[src/rtl/hmf_pkg.sv]
package hmf_pkg;
  localparam int WORD_W    = 32;
  localparam int NUM_WORDS = 4;
  localparam int ADDR_W    = $clog2(NUM_WORDS);
  localparam int NID_W     = 5;
  localparam int CLS_W     = 4;
  localparam int OPC_W     = 4;
  localparam int RDS_W     = 4;
  localparam int NID_LO_W  = NID_W - 1;

  // word 0 field positions
  localparam int W0_NID_TOP = 31;
  localparam int W0_DST_LSB = 13;
  localparam int W0_CLS_LSB = 9;
  localparam int W0_OPC_LSB = 5;
  // word 1 field positions
  localparam int W1_RDS_LSB = 16;
  localparam int W1_NID_LSB = 0;

  localparam logic [WORD_W-1:0] W0_KEEP  = 32'h8003_FFE0;
  localparam logic [WORD_W-1:0] W1_KEEP  = 32'h000F_000F;
  localparam logic [WORD_W-1:0] RDS_BITS = 32'h000F_0000;

  localparam logic [CLS_W-1:0] CLS_DATA_RSP = 4'b1110;
  localparam logic [OPC_W-1:0] RDS_OPC_MAX  = 4'd2;

  typedef enum logic [ADDR_W-1:0] {
    SEL_PAT0  = 2'd0,
    SEL_PAT1  = 2'd1,
    SEL_SEL0  = 2'd2,
    SEL_SEL1  = 2'd3
  } word_sel_e;

  typedef struct packed {
    logic [WORD_W-1:0] pat0;
    logic [WORD_W-1:0] pat1;
    logic [WORD_W-1:0] sel0;
    logic [WORD_W-1:0] sel1;
  } cfg_t;

  function automatic logic [WORD_W-1:0] keep_of(input int idx);
    return (idx % 2 == 0) ? W0_KEEP : W1_KEEP;
  endfunction
endpackage

[src/rtl/hmf_regbank.sv]
module hmf_regbank
  import hmf_pkg::*;
(
  input  logic              clk,
  input  logic              rst,
  input  logic              wr_en,
  input  logic [ADDR_W-1:0] wr_addr,
  input  logic [WORD_W-1:0] wr_data,
  output cfg_t              cfg
);
  logic [WORD_W-1:0] word_q [NUM_WORDS];

  for (genvar g = 0; g < NUM_WORDS; g++) begin : g_word
    always_ff @(posedge clk) begin
      if (rst)
        word_q[g] <= '0;
      else if (wr_en && (wr_addr == ADDR_W'(g)))
        word_q[g] <= wr_data & keep_of(g);
    end
  end

  assign cfg.pat0 = word_q[int'(SEL_PAT0)];
  assign cfg.pat1 = word_q[int'(SEL_PAT1)];
  assign cfg.sel0 = word_q[int'(SEL_SEL0)];
  assign cfg.sel1 = word_q[int'(SEL_SEL1)];

  AST_PAT0_LANDS: assert property (@(posedge clk) disable iff (rst)
    (wr_en && wr_addr == SEL_PAT0) |=> cfg.pat0 == ($past(wr_data) & W0_KEEP));
  AST_SEL1_RSV_DROPPED: assert property (@(posedge clk) disable iff (rst)
    (wr_en && wr_addr == SEL_SEL1) |=> cfg.sel1 == ($past(wr_data) & W1_KEEP));
  AST_UNADDRESSED_HOLDS: assert property (@(posedge clk) disable iff (rst)
    (!wr_en) |=> $stable(cfg));
endmodule

[src/rtl/hmf_hdr_pack.sv]
module hmf_hdr_pack
  import hmf_pkg::*;
(
  input  logic [NID_W-1:0]  nid,
  input  logic [NID_W-1:0]  dst,
  input  logic [CLS_W-1:0]  cls,
  input  logic [OPC_W-1:0]  opc,
  input  logic [RDS_W-1:0]  rds,
  output logic [WORD_W-1:0] word0,
  output logic [WORD_W-1:0] word1
);
  always_comb begin
    word0 = '0;
    word0[W0_NID_TOP]                 = nid[NID_W-1];
    word0[W0_DST_LSB +: NID_W]        = dst;
    word0[W0_CLS_LSB +: CLS_W]        = cls;
    word0[W0_OPC_LSB +: OPC_W]        = opc;
    word1 = '0;
    word1[W1_RDS_LSB +: RDS_W]        = rds;
    word1[W1_NID_LSB +: NID_LO_W]     = nid[NID_LO_W-1:0];
  end
endmodule

[src/rtl/hmf_rds_qual.sv]
module hmf_rds_qual
  import hmf_pkg::*;
(
  input  logic [CLS_W-1:0]  cls,
  input  logic [OPC_W-1:0]  opc,
  input  logic [WORD_W-1:0] sel1_raw,
  output logic [WORD_W-1:0] sel1_eff
);
  logic state_meaningful;

  assign state_meaningful = (cls == CLS_DATA_RSP) && (opc <= RDS_OPC_MAX);
  assign sel1_eff = state_meaningful ? sel1_raw : (sel1_raw & ~RDS_BITS);
endmodule

[src/rtl/hmf_word_cmp.sv]
module hmf_word_cmp #(
  parameter int W = 32
) (
  input  logic [W-1:0] hdr_bits,
  input  logic [W-1:0] pat_bits,
  input  logic [W-1:0] sel_bits,
  output logic         hit
);
  assign hit = ~|((hdr_bits ^ pat_bits) & sel_bits);
endmodule

[src/rtl/hmf_top.sv]
module hmf_top
  import hmf_pkg::*;
(
  input  logic              clk,
  input  logic              rst,
  input  logic              wr_en,
  input  logic [ADDR_W-1:0] wr_addr,
  input  logic [WORD_W-1:0] wr_data,
  input  logic              hdr_valid,
  input  logic [NID_W-1:0]  hdr_rnid,
  input  logic [NID_W-1:0]  hdr_dnid,
  input  logic [CLS_W-1:0]  hdr_class,
  input  logic [OPC_W-1:0]  hdr_opcode,
  input  logic [RDS_W-1:0]  hdr_rds,
  output logic              match_evt
);
  localparam int NUM_CMP = NUM_WORDS / 2;

  cfg_t              cfg;
  logic [WORD_W-1:0] hw   [NUM_CMP];
  logic [WORD_W-1:0] pat  [NUM_CMP];
  logic [WORD_W-1:0] sel  [NUM_CMP];
  logic [NUM_CMP-1:0] word_hit;
  logic [WORD_W-1:0] sel1_eff;
  logic              evt_q;

  hmf_regbank u_regs (
    .clk(clk), .rst(rst), .wr_en(wr_en), .wr_addr(wr_addr),
    .wr_data(wr_data), .cfg(cfg)
  );

  hmf_hdr_pack u_pack (
    .nid(hdr_rnid), .dst(hdr_dnid), .cls(hdr_class), .opc(hdr_opcode),
    .rds(hdr_rds), .word0(hw[0]), .word1(hw[1])
  );

  hmf_rds_qual u_qual (
    .cls(hdr_class), .opc(hdr_opcode), .sel1_raw(cfg.sel1), .sel1_eff(sel1_eff)
  );

  assign pat[0] = cfg.pat0;
  assign pat[1] = cfg.pat1;
  assign sel[0] = cfg.sel0;
  assign sel[1] = sel1_eff;

  for (genvar g = 0; g < NUM_CMP; g++) begin : g_cmp
    hmf_word_cmp #(.W(WORD_W)) u_cmp (
      .hdr_bits(hw[g]), .pat_bits(pat[g]), .sel_bits(sel[g]), .hit(word_hit[g])
    );
  end

  always_ff @(posedge clk) begin
    if (rst) evt_q <= 1'b0;
    else     evt_q <= hdr_valid && (&word_hit);
  end

  assign match_evt = evt_q;

  AST_NO_EVT_WITHOUT_HDR: assert property (@(posedge clk) disable iff (rst)
    !hdr_valid |=> !match_evt);
  AST_OPEN_MASK_PASSES: assert property (@(posedge clk) disable iff (rst)
    (hdr_valid && cfg.sel0 == '0 && cfg.sel1 == '0) |=> match_evt);
  AST_RDS_BYPASS: assert property (@(posedge clk) disable iff (rst)
    (hdr_valid && hdr_class != CLS_DATA_RSP && cfg.sel0 == '0 &&
     (cfg.sel1 & ~RDS_BITS) == '0) |=> match_evt);
  AST_NID_TOP_MISMATCH: assert property (@(posedge clk) disable iff (rst)
    (hdr_valid && cfg.sel0[W0_NID_TOP] && (cfg.pat0[W0_NID_TOP] != hdr_rnid[NID_W-1]))
      |=> !match_evt);
endmodule

[config.mk]
export PLATFORM = sky130hd
export DESIGN_NAME = hmf_top
export DESIGN_NICKNAME = d
export VERILOG_FILES = /design/src/rtl/hmf_pkg.sv /design/src/rtl/hmf_regbank.sv /design/src/rtl/hmf_hdr_pack.sv /design/src/rtl/hmf_rds_qual.sv /design/src/rtl/hmf_word_cmp.sv /design/src/rtl/hmf_top.sv
export SDC_FILE = /design/constraint.sdc
export NUM_CORES = 1
export LEC_CHECK = 0
export ABC_CLOCK_PERIOD_IN_PS = 3200
export BUFFER_PORTS_ARGS = -buffer_cell sky130_fd_sc_hd__buf_2
export CAP_MARGIN = 20
export CORE_ASPECT_RATIO = 0.7
export CORE_MARGIN = 2
export CORE_UTILIZATION = 42
export DETAILED_ROUTE_END_ITERATION = 12
export PLACE_DENSITY = 0.74
export SLEW_MARGIN = 15
export SYNTH_ARGS = -nofsm -noshare
export SYNTH_HDL_FRONTEND = slang
export SYNTH_SLANG_ARGS = --single-unit
[constraint.sdc]
create_clock -name clk -period 3.2 [get_ports clk]
set_input_delay 0.64 -clock clk [delete_from_list [all_inputs] [get_ports clk]]
set_output_delay 0.64 -clock clk [all_outputs]
set_load 0.02 [all_outputs]
=== Word level (Yosys, flattened, before mapping) ===
Memories as Yosys holds them, arrays and structs flattened.
Index checks and enable logic that the tools add are counted.

* Mux-type cells: 19
* Reduce and logical (&&, ||, !) cells: 12
* Equality and inequality tests: 4
* Bitwise logic cells: 8
* $lt $le $gt $ge: 1

{| class="wikitable"
|+ Operator list
! cell !! number
|-
| $mux W20 || 5
|-
| $and A32 B32 Y32 || 2
|-
| $reduce_or A32 Y1 || 2
|-
| $xor A20 B32 Y32 || 1
|-
| $xor A32 B32 Y32 || 1
|-
| $mux W1 || 14
|-
| $logic_and A1 B1 Y1 || 6
|-
| $eq A2 B2 Y1 const B || 2
|-
| $eq A4 B4 Y1 const B || 1
|-
| $le A4 B2 Y1 const B || 1
|-
| $or A1 B1 Y1 || 4
|-
| $eq A2 B1 Y1 const B || 1
|-
| $logic_not A1 Y1 || 2
|-
| $logic_not A2 Y1 || 1
|-
| $reduce_and A2 Y1 || 1
|}

* Bits of input ports: 60
* Memories kept: 1
* Logic and storage cells: 46
* Bits in writable memories: 80
* Output and inout port bits: 1
* Flip-flop bits (word level): 1

{| class="wikitable"
|+ Memory list
! name !! depth !! bits a word !! rd ports !! clocked after Yosys merged registers in !! wr ports !! line !! source
|-
| u_regs.word_q || 4 || 20 || 4 || 0 || 4 || hmf_regbank.sv:11 || <nowiki>logic [WORD_W-1:0] word_q [NUM_WORDS];</nowiki>
|}

=== Longest topological paths before layout ===
* Depth after elaboration: 8
* Mapped depth: 5
* Gate-level depth less buffers: 5

=== Hierarchy ===
Synthesis repeated with hierarchy kept, for this count alone.

* Cells, all modules: 397
* Area total of the unflattened synthesis: 4,046.4 um^2

{| class="wikitable"
|+ By module, submodules not included
! module !! area each (um^2) !! cells an instance !! seq. area each (um^2) !! instances
|-
| hmf_regbank || 2,371.0 || 189 || 1,321.3 || 1
|-
| hmf_word_cmp || 437.9 || 53 || 0.0 || 2
|-
| hmf_hdr_pack || 484.2 || 65 || 0.0 || 1
|-
| hmf_rds_qual || 285.3 || 35 || 0.0 || 1
|-
| hmf_top || 30.0 || 2 || 20.0 || 1
|}

=== Least setup slack after synthesis ===
OpenSTA, ideal clock, no wires.

* Path kind: input to register
* Start point: input wr_addr[1]
* End point: memory u_regs.word_q[0][10] (netlist bit), enable pin
* Cell stages on the path: 2
* Setup slack: 1.284 ns
* Data required time: 2.812 ns
* Data arrival time: 1.528 ns
* Setup time: 0.388 ns
* Path buffers: 0
* Path through: nand2b_1 -> o21bai_1

{| class="wikitable"
|+ RTL lines
! item !! line !! source
|-
| start, declared || hmf_top.sv:7 || <nowiki>input logic [ADDR_W-1:0] wr_addr,</nowiki>
|-
| end, declared || hmf_regbank.sv:11 ||
|}

==> results.ini <==
[min_path]
hold_path.class = reg2reg

[synth]
synth_cell_types = 19
synth_top_area_share = 0.653
syn_nets = 203
ys_seq_area_frac = 0.663
ys_warn_count = 0
synthFlopType = edfxtp_1
synth_area_leaders = edfxtp_1 (65%), and2_1 (14%), xor2_1 (9.5%)
synth_commonest_cells = and2_1 (44), edfxtp_1 (44), xor2_1 (22), a22oi_1 (7)
netlist_instances = 143
synth_top_cell_by_area = edfxtp_1
syn_area_sq_um = 2020
async_flop_share = 0
syn_avg_cell_area_sq_um = 14.2
ys_ff_latch = 45
synth_edf_count = 44

[clock_network]
root_buffer = clkbuf_8
clkLatencyLatePin_ns = 0.29
clkSinkCount = 45
hold_buffers = 0
post-cts-setup-buffers = 0
ctsResizeCount = 0
cts_buffer_depth = 2
clk_pin_slew_worst_paths_ns = 0.08
cts_tree = yes
cts_buffers = 5
htree_levels = 2

[floorplanning]
dieArea_sq_um = 5400
dieHeight_microns = 62.1
initial_utilization = 0.430
core_area_sq_um = 4700
fp-row-count = 21
pin_count = 61
die_w_microns = 87.0

[route]
drtIter0Drc = 66
detail_route.wl_per_cell_microns = 14.4
first_pass_iters = 4
drc_errors = 0
routed_wl_microns = 3710
vias = 1246
antenna_left = 0
viasPerCell = 4.83

[pwr]
cellLeakagePower_nw = 0.991
peakVddDrop_uv = 228
power_per_cell_area_nw_per_um2 = 475

[global_routing]
track_usage = 0.144
grt_start_max_net_pins = 15
antenna_found_initial = 0
grt_pass1_vias = 1177
grt_remaining_overflow = 0
grt_pass1_wl_microns = 5530

[final_layout]
finalNetCount = 260
area_growth_pct = 20.8
antenna_cells = 0
drive_gt1_frac = 0.299

[timing]
setup_ws_ns = 1.48
final_max_slew_viol_count = 0
hold_viol_final = 0
fmax_mhz = 582
finClkSkew_ns = 0.00570
fin_crit_sh = 0.537
setup_tns_ns = 0
period_needed_ns = 1.72
worst_pin_slew_ns = 0.846
relSlewSlack = 0.435
setup_viol_count_final = 0
rsz0062_at_grt = no

[placement]
gp_congestion = 0.767
dpl.hpwl_microns = 2700
dpl_worst_slack_ns = 1.13
io_buffers = 48

[setup_path]
critical_path_class = in2reg
slowest_delay_ns = 0.69
cp_max_fo = 8
critPathArrivalTime_ns = 1.64
crit_chain = buf_2 -> nand2b_1 -> o21bai_1
worstSetupStartpointType = input port
end_kind = flip-flop
cp.required_ns = 3.12
critical_path.slowest_cell = o21bai_1

[job]
drv_cap = 0

[outcome]
status = finished, final reports clean

-- critical path, delay by kind of cell --
family / cells / cell delay (ns)
and+or+nand+nor: 1 / 0.20
buffers and inverters: 1 / 0.10
AOI/OAI and AO/OA: 1 / 0.69
-- layout make-up --
class / instances / area (sq um)
inverter: 1 / 3.75
sequential: 45 / 1340
fill: 408 / 2260
clock buffer: 5 / 68.8
clock inverter: 3 / 17.5
tap: 57 / 71.3
timing repair buffer: 52 / 270
multi-input combinational: 95 / 672
-- per-layer routing --
metal | track usage | vias to the layer above | routed length [microns] | part of all wire
li1 | - | 629 | - | -
met1 | 0.208 | 571 | 1810 | 0.49
met2 | 0.214 | 44 | 1610 | 0.43
met3 | 0.0449 | 2 | 270 | 0.073
met4 | 0.0402 | 0 | 27 | 0.0073
met5 | 0 | - | 0 | 0
-- where the power goes --
| part | switching [mW] | internal [mW] | total (mW) |
|---|---|---|---|
| sequential | 0.0141 | 0.690 | 0.704 |
| clock | 0.188 | 0.151 | 0.339 |
| combinational | 0.0615 | 0.0569 | 0.118 |
-- logic make-up (layout without fill, tap and decap cells) --
logic type             Yosys count  after routing  synth area share
AO/OA/AOI/OAI                   16             16            0.0667
XOR/XNOR                        22             22            0.0952
buffers and inverters            3             61           0.00556
flip-flops                      45             45             0.663
AND/OR/NAND/NOR                 57             57             0.170
-- stage by stage --
step / area, sq um / util / hold WS, ns / cells / power [mW]
2_1_floorplan: 2020 / - / 0.499 / 143 / 0.776
3_3_place_gp: 2360 / 0.501 / 0.535 / 250 / 0.834
3_5_place_dp: 2360 / 0.501 / 0.555 / 250 / 0.837
4_1_cts: 2440 / 0.520 / 0.563 / 258 / 1.16
5_1_grt: 2440 / 0.520 / 0.590 / 258 / 1.20
6_report: 2440 / 0.520 / 0.556 / 258 / 1.16
-- cells in the final DEF, fill, tap and decap left out, types with 2 or more instances in the layout --
| master | count |
|---|---|
| xor2_1 | 22 |
| and2_1 | 44 |
| nand2b_1 | 2 |
| nand2_1 | 4 |
| a22oi_1 | 7 |
| clkbuf_8 | 5 |
| o21bai_1 | 4 |
| edfxtp_1 | 44 |
| nor2_1 | 2 |
| nor3_1 | 2 |
| nand4b_1 | 2 |
| buf_4 | 4 |
| buf_2 | 48 |
-- final timing paths --
path,depth (start not counted),start,slack (ns),to
min reg2reg,3,u_regs.word_q[2][14],0.56,match_evt
max reg2reg,5,u_regs.word_q[0][13],1.60,match_evt
min,3,u_regs.word_q[2][14],0.56,match_evt
max,3,wr_addr[1],1.48,u_regs.word_q[1][1]
-- registers in the layout, summed over array words and instances (netlist names) --
| name | count |
|---|---|
| match_evt | 1 |
| u_regs.word_q | 44 |
No activity file was read; power rests on OpenSTA's default activity.
